### src/rtl/rxs_pkg.sv
package rxs_pkg;
    typedef enum logic [1:0] {
        RX_STOPPED   = 2'd0,
        RX_RUNNING   = 2'd1,
        RX_SUSPENDED = 2'd2
    } rx_state_e;

    // Position in the status word of the lowest sticky flag.
    localparam int STS_LSB = 5;
    // Number of sticky flags.
    localparam int STS_N   = 5;

    // Index of each flag inside the sticky vector.
    localparam int IX_UNF = 0;
    localparam int IX_RI  = 1;
    localparam int IX_RU  = 2;
    localparam int IX_RPS = 3;
    localparam int IX_RWT = 4;
endpackage

### src/rtl/rxs_fsm.sv
module rxs_fsm
    import rxs_pkg::*;
(
    input  logic      clk,
    input  logic      rst_n,
    input  logic      start_i,
    input  logic      stop_i,
    input  logic      desc_valid_i,
    input  logic      desc_host_own_i,
    input  logic      poll_i,
    input  logic      frame_arrive_i,
    input  logic      frame_done_i,
    input  logic      frame_irq_dis_i,
    output rx_state_e state_o,
    output logic      ev_stop_o,
    output logic      ev_unavail_o,
    output logic      ev_done_o
);
    rx_state_e state_q, state_d;
    logic      prev_dma_q, prev_dma_d;

    // State register and ownership memory of the previous fetch.
    always_ff @(posedge clk or negedge rst_n) begin
        if (!rst_n) begin
            state_q    <= RX_STOPPED;
            prev_dma_q <= 1'b1;
        end else begin
            state_q    <= state_d;
            prev_dma_q <= prev_dma_d;
        end
    end

    // Next-state logic and event outputs.
    always_comb begin
        state_d      = state_q;
        prev_dma_d   = prev_dma_q;
        ev_stop_o    = 1'b0;
        ev_unavail_o = 1'b0;
        ev_done_o    = (state_q == RX_RUNNING) && frame_done_i && !frame_irq_dis_i;
        unique case (state_q)
            RX_STOPPED: begin
                if (!stop_i && start_i) begin
                    state_d    = RX_RUNNING;
                    prev_dma_d = 1'b1;
                end
            end
            RX_RUNNING: begin
                if (stop_i) begin
                    state_d   = RX_STOPPED;
                    ev_stop_o = 1'b1;
                end else if (desc_valid_i) begin
                    prev_dma_d = !desc_host_own_i;
                    if (desc_host_own_i) begin
                        state_d      = RX_SUSPENDED;
                        ev_unavail_o = prev_dma_q;
                    end
                end
            end
            RX_SUSPENDED: begin
                if (stop_i) begin
                    state_d   = RX_STOPPED;
                    ev_stop_o = 1'b1;
                end else if (poll_i || frame_arrive_i) begin
                    state_d = RX_RUNNING;
                end
            end
            default: state_d = RX_STOPPED;
        endcase
    end

    assign state_o = state_q;
endmodule

### src/rtl/rxs_wdt.sv
module rxs_wdt #(
    parameter int STD_LIMIT   = 2048,
    parameter int JUMBO_LIMIT = 10240,
    parameter int CNT_W       = 16
) (
    input  logic             clk,
    input  logic             rst_n,
    input  logic             frame_arrive_i,
    input  logic             frame_done_i,
    input  logic [CNT_W-1:0] rx_bytes_i,
    input  logic             jumbo_en_i,
    output logic             ev_long_o
);
    localparam logic [CNT_W-1:0] LIM_STD = CNT_W'(STD_LIMIT);
    localparam logic [CNT_W-1:0] LIM_JMB = CNT_W'(JUMBO_LIMIT);

    logic in_frame_q;
    logic fired_q;
    logic [CNT_W-1:0] limit;

    assign limit     = jumbo_en_i ? LIM_JMB : LIM_STD;
    assign ev_long_o = in_frame_q && !fired_q && (rx_bytes_i > limit);

    always_ff @(posedge clk or negedge rst_n) begin
        if (!rst_n) begin
            in_frame_q <= 1'b0;
            fired_q    <= 1'b0;
        end else if (frame_arrive_i) begin
            in_frame_q <= 1'b1;
            fired_q    <= 1'b0;
        end else begin
            if (frame_done_i) in_frame_q <= 1'b0;
            if (ev_long_o)    fired_q    <= 1'b1;
        end
    end
endmodule

### src/rtl/rxs_sticky.sv
module rxs_sticky #(
    parameter int W = 5
) (
    input  logic         clk,
    input  logic         rst_n,
    input  logic [W-1:0] set_i,
    input  logic [W-1:0] clr_i,
    output logic [W-1:0] q_o
);
    for (genvar i = 0; i < W; i++) begin : g_bit
        logic q;
        always_ff @(posedge clk or negedge rst_n) begin
            if (!rst_n)        q <= 1'b0;
            else if (set_i[i]) q <= 1'b1;
            else if (clr_i[i]) q <= 1'b0;
        end
        assign q_o[i] = q;
    end
endmodule

### src/rtl/eth_rx_status_ctrl.sv
module eth_rx_status_ctrl
    import rxs_pkg::*;
#(
    parameter int STD_LIMIT   = 2048,
    parameter int JUMBO_LIMIT = 10240,
    parameter int CNT_W       = 16
) (
    input  logic             clk,
    input  logic             rst_n,
    input  logic             start_i,
    input  logic             stop_i,
    input  logic             desc_valid_i,
    input  logic             desc_host_own_i,
    input  logic             poll_i,
    input  logic             frame_arrive_i,
    input  logic             frame_done_i,
    input  logic             frame_irq_dis_i,
    input  logic [CNT_W-1:0] rx_bytes_i,
    input  logic             jumbo_en_i,
    input  logic             tx_unf_i,
    input  logic             wr_en_i,
    input  logic [31:0]      wr_data_i,
    output logic [1:0]       rx_state_o,
    output logic             rx_susp_o,
    output logic             tx_susp_o,
    output logic [31:0]      status_o
);
    localparam int STS_MSB = STS_LSB + STS_N - 1;

    rx_state_e        state;
    logic             ev_stop, ev_unavail, ev_done, ev_long;
    logic [STS_N-1:0] set_vec, clr_vec, sts;
    logic             unused_wr;

    rxs_fsm u_fsm (
        .clk             (clk),
        .rst_n           (rst_n),
        .start_i         (start_i),
        .stop_i          (stop_i),
        .desc_valid_i    (desc_valid_i),
        .desc_host_own_i (desc_host_own_i),
        .poll_i          (poll_i),
        .frame_arrive_i  (frame_arrive_i),
        .frame_done_i    (frame_done_i),
        .frame_irq_dis_i (frame_irq_dis_i),
        .state_o         (state),
        .ev_stop_o       (ev_stop),
        .ev_unavail_o    (ev_unavail),
        .ev_done_o       (ev_done)
    );

    rxs_wdt #(
        .STD_LIMIT   (STD_LIMIT),
        .JUMBO_LIMIT (JUMBO_LIMIT),
        .CNT_W       (CNT_W)
    ) u_wdt (
        .clk            (clk),
        .rst_n          (rst_n),
        .frame_arrive_i (frame_arrive_i),
        .frame_done_i   (frame_done_i),
        .rx_bytes_i     (rx_bytes_i),
        .jumbo_en_i     (jumbo_en_i),
        .ev_long_o      (ev_long)
    );

    always_comb begin
        set_vec         = '0;
        set_vec[IX_UNF] = tx_unf_i;
        set_vec[IX_RI]  = ev_done;
        set_vec[IX_RU]  = ev_unavail;
        set_vec[IX_RPS] = ev_stop;
        set_vec[IX_RWT] = ev_long;
        clr_vec         = wr_en_i ? wr_data_i[STS_MSB:STS_LSB] : '0;
    end

    rxs_sticky #(.W(STS_N)) u_sts (
        .clk   (clk),
        .rst_n (rst_n),
        .set_i (set_vec),
        .clr_i (clr_vec),
        .q_o   (sts)
    );

    always_comb begin
        status_o                  = '0;
        status_o[STS_MSB:STS_LSB] = sts;
    end

    assign rx_state_o = state;
    assign rx_susp_o  = (state == RX_SUSPENDED);
    assign tx_susp_o  = sts[IX_UNF];
    assign unused_wr  = ^{wr_data_i[31:STS_MSB+1], wr_data_i[STS_LSB-1:0]};
endmodule

### config.mk
export PLATFORM = sky130hd
export DESIGN_NAME = eth_rx_status_ctrl
export DESIGN_NICKNAME = d
export VERILOG_FILES = /design/src/rtl/rxs_pkg.sv /design/src/rtl/rxs_fsm.sv /design/src/rtl/rxs_wdt.sv /design/src/rtl/rxs_sticky.sv /design/src/rtl/eth_rx_status_ctrl.sv
export SDC_FILE = /design/constraint.sdc
export NUM_CORES = 1
export LEC_CHECK = 0
export BUFFER_PORTS_ARGS = -buffer_cell sky130_fd_sc_hd__buf_4
export CORE_UTILIZATION = 30
export DETAILED_ROUTE_END_ITERATION = 8
export PLACE_DENSITY = 0.77
export SETUP_SLACK_MARGIN = 0.5
export SLEW_MARGIN = 25
export SYNTH_ARGS = -nofsm -noshare
export SYNTH_HDL_FRONTEND = slang
export SYNTH_SLANG_ARGS = --single-unit
### constraint.sdc
create_clock -name clk -period 1.3 [get_ports clk]
set_input_delay 0.26 -clock clk [delete_from_list [all_inputs] [get_ports clk]]
set_output_delay 0.26 -clock clk [all_outputs]
set_load 0.03 [all_outputs]
**Word-level counts from Yosys, hierarchy flattened**

Cells that the tools add are included.

- Flip-flop bits (word level): 10

- Order comparisons: 1
- Equality and inequality tests: 8
- Multiplexer cells: 33
- Reductions and logical operators: 22

Operators with widths:

| operator | count |
|---|---|
| 1-bit 2-to-1 mux | 23 |
| 16-bit > comparator | 1 |
| 2-bit nonzero test | 8 |
| 14-bit 2-to-1 mux | 1 |
| 2-bit 2-to-1 mux | 6 |
| 4-bit AND reduction | 2 |
| 3-bit inequality test (second input constant) | 2 |
| 2-bit case mux with 3 select lines | 1 |
| 1-bit logical AND | 5 |
| 5-bit 2-to-1 mux | 1 |
| 1-bit zero test | 4 |
| 2-bit inequality test (second input constant) | 2 |
| 3-bit by 2-bit inequality test with 1-bit output (second input constant) | 1 |
| 2-bit by 1-bit == test with 1-bit output (second input constant) | 1 |
| 2-bit == test (second input constant) | 1 |
| 2-bit zero test | 1 |
| 2-bit by 1-bit inequality test with 1-bit output (second input constant) | 1 |
| 1-bit case mux with 2 select lines | 1 |
| 2-bit OR reduction | 1 |
| 1-bit logical OR | 1 |

**Longest topological paths before layout**

Gate-level depths: netlist of run 1.

- Word-level depth: 5
- Depth in mapped cells: 6
- Gate-level depth less buffers: 6

**Hierarchy**

From an unflattened synthesis of run 1, not the netlist that was laid out.

- Cells, all modules: 105
- Area, all modules: 940.9 um^2

Modules (own cells, without submodules):

| module | times used | cells an instance | area each (um^2) |
|---|---|---|---|
| rxs_fsm | 1 | 33 | 292.8 |
| eth_rx_status_ctrl | 1 | 35 | 251.5 |
| rxs_sticky | 1 | 20 | 219.0 |
| rxs_wdt | 1 | 17 | 177.7 |

**Least setup slack after synthesis of run 1**

Ideal clock, no wire load.

- Path kind: register to register
- From: register u_fsm.state_q[0] (netlist: u_fsm.state_o[0])
- To: register u_fsm.state_q[1] (netlist: u_fsm.state_o[1])
- Required time: 1.180 ns
- Arrival: 1.627 ns
- Slack: -0.447 ns
- Buffers on the path: 0
- Library setup time: 0.120 ns
- Cell stages (with the launch flop): 7
- Path through: dfrtp_1 inv_1 ha_1 nor2b_1 a22oi_2 a21oi_1 a41o_1

- Word-level cells in the longest chain between the ends: 3
- Elaborated cells on any way between the ends: 9
- Those cells by class: eq/ne: 6; mux: 1; reduce/logical: 2

RTL lines:

| item | line | RTL |
|---|---|---|
| start: declaration | rxs_fsm.sv:19 | `rx_state_e state_q, state_d;` |
| start signal: assignment | rxs_fsm.sv:28 | `state_q <= state_d;` |
| 2-bit == test (*) | n/a |  |
| net rx_susp_o | eth_rx_status_ctrl.sv:24 | `output logic rx_susp_o,` |
| 3-bit by 2-bit inequality test with 1-bit output (no source line) | n/a |  |
| 4-bit AND reduction (no source line) | n/a |  |

Mark *: on every way through the listed nets, which the timed path passes. The rest lies on a longest branch.
A chain may end at the register's enable or synchronous reset.

**Worst setup path after layout of run 1**

- From: register u_fsm.state_q[0] (netlist: u_fsm.state_o[0])
- To: register u_fsm.state_q[1] (netlist: u_fsm.state_o[1])

- Word-level cells in the longest chain between the ends: 3
- Elaborated cells on any way between the ends: 9
- Those cells by class: eq/ne: 6; mux: 1; reduce/logical: 2

RTL lines:

| item | line | RTL |
|---|---|---|
| 2-bit == test (tied with other cells) | rxs_fsm.sv:40 | `unique case (state_q)` |
| 3-bit by 2-bit inequality test with 1-bit output (no source line) (tied with other cells) | n/a |  |
| 4-bit AND reduction (no source line) | n/a |  |

Several ways; a longest one is shown, not always the timed one.

==> results of run 1 <==
## metrics by stage
step                      area [um^2]    util
after floorplan                 991.0       -
after global placement           1130  0.4440
after detailed placement         1130  0.4440
after CTS                        1287  0.5059
after global routing             1344  0.5280
final                            1344  0.5280
## power groups by stage
stage | registers [mW] | clock network, mW | logic, mW
floorplan | 0.535 | 0 | 0.681
global placement | 0.487 | 0 | 0.934
detailed placement | 0.489 | 0 | 0.955
CTS | 0.494 | 0.294 | 1.16
global route | 0.517 | 0.308 | 1.37
finish | 0.502 | 0.281 | 1.28
## layout make-up
type | instances | area (um^2)
clock buffer | 4 | 36.28
fill | 248 | 1201
inverter | 7 | 41.29
multi-input combinational | 73 | 475.5
sequential | 10 | 255.2
tap | 30 | 37.54
timing repair buffer | 58 | 498.0
## cells in the mapped netlist
cell                       n  area, um^2
sky130_fd_sc_hd__mux2i_1   1       10.01
sky130_fd_sc_hd__nor2b_1   2       12.51
sky130_fd_sc_hd__inv_1     7       26.28
sky130_fd_sc_hd__o21ai_2   1       8.760
sky130_fd_sc_hd__nor3_1    1       5.000
sky130_fd_sc_hd__a41o_1    1       10.01
sky130_fd_sc_hd__o22a_1    1       8.760
sky130_fd_sc_hd__nor2b_2   1       8.760
sky130_fd_sc_hd__nor2_1    1       3.750
sky130_fd_sc_hd__ha_1      5       62.56
sky130_fd_sc_hd__nand2_1  13       48.80
sky130_fd_sc_hd__a22oi_2   1       12.51
sky130_fd_sc_hd__nand4_1   2       12.51
sky130_fd_sc_hd__a41oi_1   1       8.760
sky130_fd_sc_hd__buf_4    32       240.2
sky130_fd_sc_hd__nor4b_1   2       17.52
sky130_fd_sc_hd__dfrtp_1   9       225.2
sky130_fd_sc_hd__nor4_1    2       12.51
sky130_fd_sc_hd__dfstp_2   1       26.28
sky130_fd_sc_hd__o21ai_0   4       20.02
sky130_fd_sc_hd__a22o_2    1       10.01
sky130_fd_sc_hd__a21o_1    2       15.01
sky130_fd_sc_hd__nand3_1   1       5.000
sky130_fd_sc_hd__a21oi_1   3       15.01
sky130_fd_sc_hd__conb_1    1       3.750
## metal layers
| metal | wire length (um) | vias up | global-route usage |
|---|---|---|---|
| met5 | 0 | - | 0 |
| met4 | 0 | 0 | 0.03846 |
| met3 | 212 | 0 | 0.03056 |
| met2 | 1007 | 44 | 0.2390 |
| met1 | 674 | 339 | 0.1067 |
| li1 | - | 376 | - |
## cells by family (layout without fill, tap and decap cells)
group                      Yosys count  count (layout)  synth area share
DFF                                 10              10            0.3032
other                                1              27          0.004521
adders and majority gates            5               5           0.07541
muxes                                1               1           0.01207
buffers and inverters               39              69            0.3213
and+or+nand+nor                     25              25            0.1523
AOI/OAI and AO/OA                   15              15            0.1312
## registers in the layout, indices dropped and copies added, names as in the netlist
signal / flops
u_wdt.in_frame_q: 1
u_fsm.state_o: 2
u_sts.g_bit.q: 5
u_fsm.prev_dma_q: 1
u_wdt.fired_q: 1
## what timing repair did
action	4_1_cts	5_1_grt
resized for setup	18	6
setup endpoints to repair	17	17
hold buffers	1	0
endpoints found under the hold margin	9	0
gates cloned	0	0
setup buffers	6	5
pin swaps	5	3
## worst register-to-register path: cells and delay by family (launching register included)
| kind | cells | cell delay, ns |
|---|---|---|
| AO/OA/AOI/OAI | 3 | 0.49 |
| adder cells (fa/ha/maj) | 1 | 0.16 |
| buffers and inverters | 1 | 0.06 |
| flip-flops | 1 | 0.42 |
| AND/OR/NAND/NOR | 1 | 0.13 |
## path summary, 6_finish.rpt
check                                             start                      endpoint  depth (start not counted)
max reg2reg                u_fsm.state_o[0]$_DFFE_PN0P_  u_fsm.state_o[1]$_DFFE_PN0P_                          6
min in group asynchronous                         rst_n  u_wdt.in_frame_q$_DFFE_PN0P_                          2
min reg2reg                   u_wdt.fired_q$_DFFE_PN0P_  u_sts.g_bit[4].q$_DFFE_PN0P_                          1
max                        u_fsm.state_o[0]$_DFFE_PN0P_  u_fsm.state_o[1]$_DFFE_PN0P_                          6
max in group asynchronous                         rst_n  u_fsm.prev_dma_q$_DFFE_PN1P_                          2
min                                      frame_arrive_i     u_wdt.fired_q$_DFFE_PN0P_                          2
==> impl_metrics.json, run 1 <==
{
  "run_status": "complete, but fails checks",
  "failed_checks": "negative setup slack",
  "fp.dieH_um": 54.59,
  "final_total_negative_setup_slack_ns": -0.1729,
  "final.setup.worst_slack_ns": -0.06351,
  "longest_clk_path_bufs": 2,
  "grt_first_pass_wirelength_um": 2449,
  "floorplan.initialDensity": 0.3260,
  "path_delay_family": "compound AO/OA/AOI/OAI gates",
  "antenna_diode_count": 0,
  "largest_net_degree_at_the_start_of_global_routing": 11,
  "global_route.usage.total": 0.1167,
  "post_synth_instance_area_um2": 829.5,
  "placeable_core_area_mm2": 0.002545,
  "worstSetupPathType": "register to register",
  "yosysSeqAreaShare": 0.3032,
  "grt_antenna_before_repair": 0,
  "fin_crit_ns": 1.364,
  "clock_tree.htree_level_count": 1,
  "remaining_overflow_grt": 0,
  "post_drt_wl_per_cell_um": 10.41,
  "detail-route-antenna-nets": 0,
  "crit_buf_inv": 1,
  "clock-sinks": 10,
  "p_sw_frac": 0.3878,
  "mostFrequentLayoutCells": "42 x sky130_fd_sc_hd__buf_4, 27 x sky130_fd_sc_hd__conb_1, 14 x sky130_fd_sc_hd__buf_6, 13 x sky130_fd_sc_hd__nand2_1, 6 x sky130_fd_sc_hd__dfrtp_1",
  "rsz0062_at_grt": "yes",
  "power.ir.vdd_worst_mv": 1.116,
  "post-dp-hpwl_um": 1450,
  "power_density_relative_to_cell_area_mw_per_mm2": 1532,
  "class_of_the_worst_hold_path": "input pin to register",
  "die_extent_in_x_um": 54.59,
  "drc": 0,
  "final.hold.worst_slack_ns": 0.1573,
  "cts.clk_slew.worst_paths_ns": 0.07,
  "combPwrFrac": 0.620,
  "leakage_power_nw": 0.7009,
  "worstSkewPairLatency_ns": 0.26,
  "setup.worst_path.start_class": "register",
  "cts_tree": "built",
  "numPlacedInstances": 166,
  "setup_viol_count_final": 6,
  "crit_path_max_fanout": 3,
  "wp_data_required_ns": 1.46,
  "finalMaxSlewViolations": 0,
  "number_of_top_level_pins": 97,
  "slowest_cell_on_the_critical_path": "sky130_fd_sc_hd__dfrtp_2",
  "power.total_mw": 2.059,
  "cts-buffers-inserted": 3,
  "final_cells": 182,
  "mostFrequentLayoutCell": "sky130_fd_sc_hd__buf_4",
  "syn-mean-instance-area_um2": 8.641,
  "routed_wl_um": 1894,
  "cell_internal_pwr_mw": 1.260,
  "post_drt_via_cell_ratio": 4.170,
  "final_hold_viol_count": 0,
  "final_min_period_over_clock_period": 1.049,
  "p_switching_mw": 0.7984,
  "cp-end-kind": "register",
  "reg2reg_slack_ns": -0.06,
  "p_clk_frac": 0.136,
  "layout-drive-gt1-share": 0.5263,
  "total_via_count_after_detailed_routing": 759,
  "synth.lib_cells_used.distinct": 25,
  "postSynthRegisterBits": 10,
  "fin_nets": 219,
  "finClkSkew_ns": 0.002851,
  "dr.first_iter.drc_count": 3,
  "die_area_mm2": 0.002980,
  "clock_root_buffer": "sky130_fd_sc_hd__clkbuf_4",
  "sequence_of_cells_on_the_critical_path": "inv_4, ha_4, nor2b_4, a22oi_2, a21oi_1, a41o_1",
  "drv.max_cap_violation_count": 0,
  "dr.pass1.iters": 2,
  "syn2layout_area_growth_pct": 61.99,
  "core.rowCount": 18,
  "placement.setup.worst_slack_ns": -0.06423,
  "synth_cells": 96,
  "cp_data_arrival_time_ns": 1.52,
  "vias_in_the_first_global_route": 638,
  "place.gp.congestion": 0.7518,
  "sequential_power_share": 0.244,
  "fmax_mhz": 733.4,
  "synth_warnings": 0,
  "number_of_port_buffers": 42,
  "worst_path_largest_cell_delay_ns": 0.42
}
No activity file was read; power rests on OpenSTA's default activity.
==> inputs of run 2 (changes only) <==
--- a/config.mk
+++ b/config.mk
@@ -6,6 +6,7 @@
 export NUM_CORES = 1
 export LEC_CHECK = 0
 export BUFFER_PORTS_ARGS = -buffer_cell sky130_fd_sc_hd__buf_4
+export CORE_MARGIN = 5
 export CORE_UTILIZATION = 30
 export DETAILED_ROUTE_END_ITERATION = 8
 export PLACE_DENSITY = 0.77
==> run 2 against run 1 <==
The run still ends with negative setup slack left. Combinational power about the same. Cell count decreased by 2.2%. Non-clock buffer count decreased by 5. Sequential share of layout area decreased by 0.16 points. Clock skew is essentially flat. Largest power group unchanged. Highest routed layer unchanged.
==> impl_metrics.json, run 2 (same netlist as run 1, synthesis figures left out) <==
{
  "placement.setup.worst_slack_ns": -0.09049,
  "timing.hold.worst_path_depth": 2,
  "power.ir.vdd_worst_mv": 1.233,
  "grtUsageMet3": 0.07014,
  "number_of_port_buffers": 42,
  "met1_usage": 0.1247,
  "dr.pass1.iters": 3,
  "combined_area_of_the_multi_input_logic_cells_um2": 520.5,
  "nFillCells": 252,
  "worstHoldStart": "frame_arrive_i",
  "clock_root_buffer": "sky130_fd_sc_hd__clkbuf_4",
  "mostFrequentLayoutCells": "37 x sky130_fd_sc_hd__buf_4, 27 x sky130_fd_sc_hd__conb_1, 14 x sky130_fd_sc_hd__buf_6, 13 x sky130_fd_sc_hd__nand2_1, 6 x sky130_fd_sc_hd__dfrtp_1",
  "die_extent_in_x_um": 62.59,
  "crit_path_max_fanout": 4,
  "regArea_um2": 255.2,
  "detail-route-antenna-nets": 0,
  "die_area_mm2": 0.003917,
  "register_to_register_path_depth": 6,
  "routed_wl_um": 2372,
  "worst_path_largest_cell_delay_ns": 0.43,
  "grt-busiest-layer": "met2",
  "antenna_diode_count": 0,
  "worstSkewPairLatency_ns": 0.26,
  "reg2reg_slack_ns": -0.08,
  "post_drt_wl_per_cell_um": 13.33,
  "longest_clk_path_bufs": 2,
  "rsz0062_at_grt": "yes",
  "worstSetupPathType": "register to register",
  "final_hold_viol_count": 0,
  "final.setup.worst_slack_ns": -0.08129,
  "fmax_mhz": 724.0,
  "fp.dieH_um": 62.59,
  "vias_in_the_first_global_route": 790,
  "cts_tree": "built",
  "drv.max_cap_violation_count": 0,
  "fin_crit_ns": 1.381,
  "power.total_mw": 2.084,
  "total_via_count_after_detailed_routing": 759,
  "hold-path-endpoint": "u_wdt.fired_q$_DFFE_PN0P_",
  "grt_antenna_before_repair": 0,
  "post_drt_via_cell_ratio": 4.264,
  "floorplan.initialDensity": 0.3061,
  "cts.clk_slew.worst_paths_ns": 0.07,
  "largest-register": "u_sts.g_bit.q",
  "placeable_core_area_mm2": 0.002710,
  "remaining_overflow_grt": 0,
  "post-dp-hpwl_um": 1743,
  "power_density_relative_to_cell_area_mw_per_mm2": 1538,
  "drc": 0,
  "global_route.usage.total": 0.1204,
  "setup_viol_count_final": 6,
  "syn2layout_area_growth_pct": 63.35,
  "wp_data_required_ns": 1.45,
  "dr.first_iter.drc_count": 12,
  "use_met2": 0.2137,
  "cp_data_arrival_time_ns": 1.53,
  "layout-drive-gt1-share": 0.5306,
  "fin_nets": 214,
  "number_of_top_level_pins": 97,
  "mostFrequentLayoutCell": "sky130_fd_sc_hd__buf_4",
  "finalMaxSlewViolations": 0,
  "finClkSkew_ns": 0.003170,
  "final_min_period_over_clock_period": 1.063,
  "sequence_of_cells_on_the_critical_path": "inv_4, ha_4, nor2b_4, a22oi_2, a21oi_2, a41o_1",
  "cp-end-kind": "register",
  "leakage_power_nw": 0.6841,
  "cts-buffers-inserted": 3,
  "core.rowCount": 19,
  "place.gp.congestion": 0.7881,
  "clock-sinks": 10,
  "r2r-end": "u_fsm.state_o[1]$_DFFE_PN0P_",
  "class_of_the_worst_hold_path": "input pin to register",
  "largest_register_ffs": 5,
  "slowest_cell_on_the_critical_path": "sky130_fd_sc_hd__dfrtp_2",
  "regToRegStartpoint": "u_fsm.state_o[1]$_DFFE_PN0P_",
  "grt_first_pass_wirelength_um": 3732,
  "failed_checks": "negative setup slack",
  "clock_tree.htree_level_count": 1,
  "setup.worst_path.start_class": "register",
  "run_status": "complete, but fails checks",
  "largest_net_degree_at_the_start_of_global_routing": 11
}
-- run 2: cell types whose count changed in the layout (fill, tap and decap cells not counted), sizes merged --
cell	change
buf	-5
-- run 2: final cells by class --
class,count,share of cell area
inverter,7,0.03232
multi-input combinational,73,0.3841
tap,31,0.02862
sequential,10,0.1884
clock buffer,4,0.02678
timing repair buffer,53,0.3398
-- run 2: timing repair --
item	in CTS	in global routing
cloned	0	0
hold buffers	1	0
pin swaps	5	3
buffers inserted	4	3
endpoints found under the hold margin	9	0
gates resized for setup	24	6
setup endpoints to repair	17	17
-- run 2: routing by layer --
| metal | part of all wire | up-vias |
|---|---|---|
| met5 | 0 | - |
| met4 | 0 | 0 |
| met3 | 0.12 | 0 |
| met2 | 0.53 | 48 |
| met1 | 0.34 | 347 |
| li1 | - | 364 |
-- run 2: per-stage QoR --
stage | instance area (um^2) | cells | TNS, ns | hold WS, ns | utilization
final | 1355 | 178 | -0.2928 | 0.1534 | 0.5000
after global routing | 1355 | 178 | -0.6168 | 0.1394 | 0.5000
after CTS | 1309 | 175 | -0.1923 | 0.1494 | 0.4829
after detailed placement | 1124 | 166 | -0.1603 | 0.09977 | 0.4146
after global placement | 1124 | 166 | -0.01771 | 0.09508 | 0.4146
after floorplan | 991.0 | 122 | -0.2570 | -0.03559 | -
-- run 2: power breakdown --
group	internal (mW)	total (mW)	switching (mW)	leakage, nW
Combinational	0.641	1.29	0.650	0.549
Clock	0.170	0.279	0.109	0.0210
Sequential	0.417	0.514	0.0969	0.114
-- run 2: worst max-delay path by stage --
stage | startpoint | end | slack, ns | cells past startpoint
after floorplan | u_fsm.state_o[0]$_DFFE_PN0P_ | u_fsm.state_o[1]$_DFFE_PN0P_ | -0.14 | 6
after global placement | u_fsm.state_o[0]$_DFFE_PN0P_ | u_fsm.state_o[1]$_DFFE_PN0P_ | -0.02 | 5
after detailed placement | u_fsm.state_o[1]$_DFFE_PN0P_ | u_fsm.state_o[1]$_DFFE_PN0P_ | -0.09 | 6
after CTS | u_fsm.state_o[0]$_DFFE_PN0P_ | u_fsm.state_o[1]$_DFFE_PN0P_ | -0.08 | 6
after global routing | u_fsm.state_o[1]$_DFFE_PN0P_ | u_fsm.state_o[1]$_DFFE_PN0P_ | -0.15 | 6
final | u_fsm.state_o[1]$_DFFE_PN0P_ | u_fsm.state_o[1]$_DFFE_PN0P_ | -0.08 | 6
-- run 2: critical path, delay by kind of cell, from the launching register on --
kind / cells / cell delay, ns
AO/OA/AOI/OAI: 3 / 0.49
adder cells (fa/ha/maj): 1 / 0.16
buffers and inverters: 1 / 0.06
flip-flops: 1 / 0.43
AND/OR/NAND/NOR: 1 / 0.13
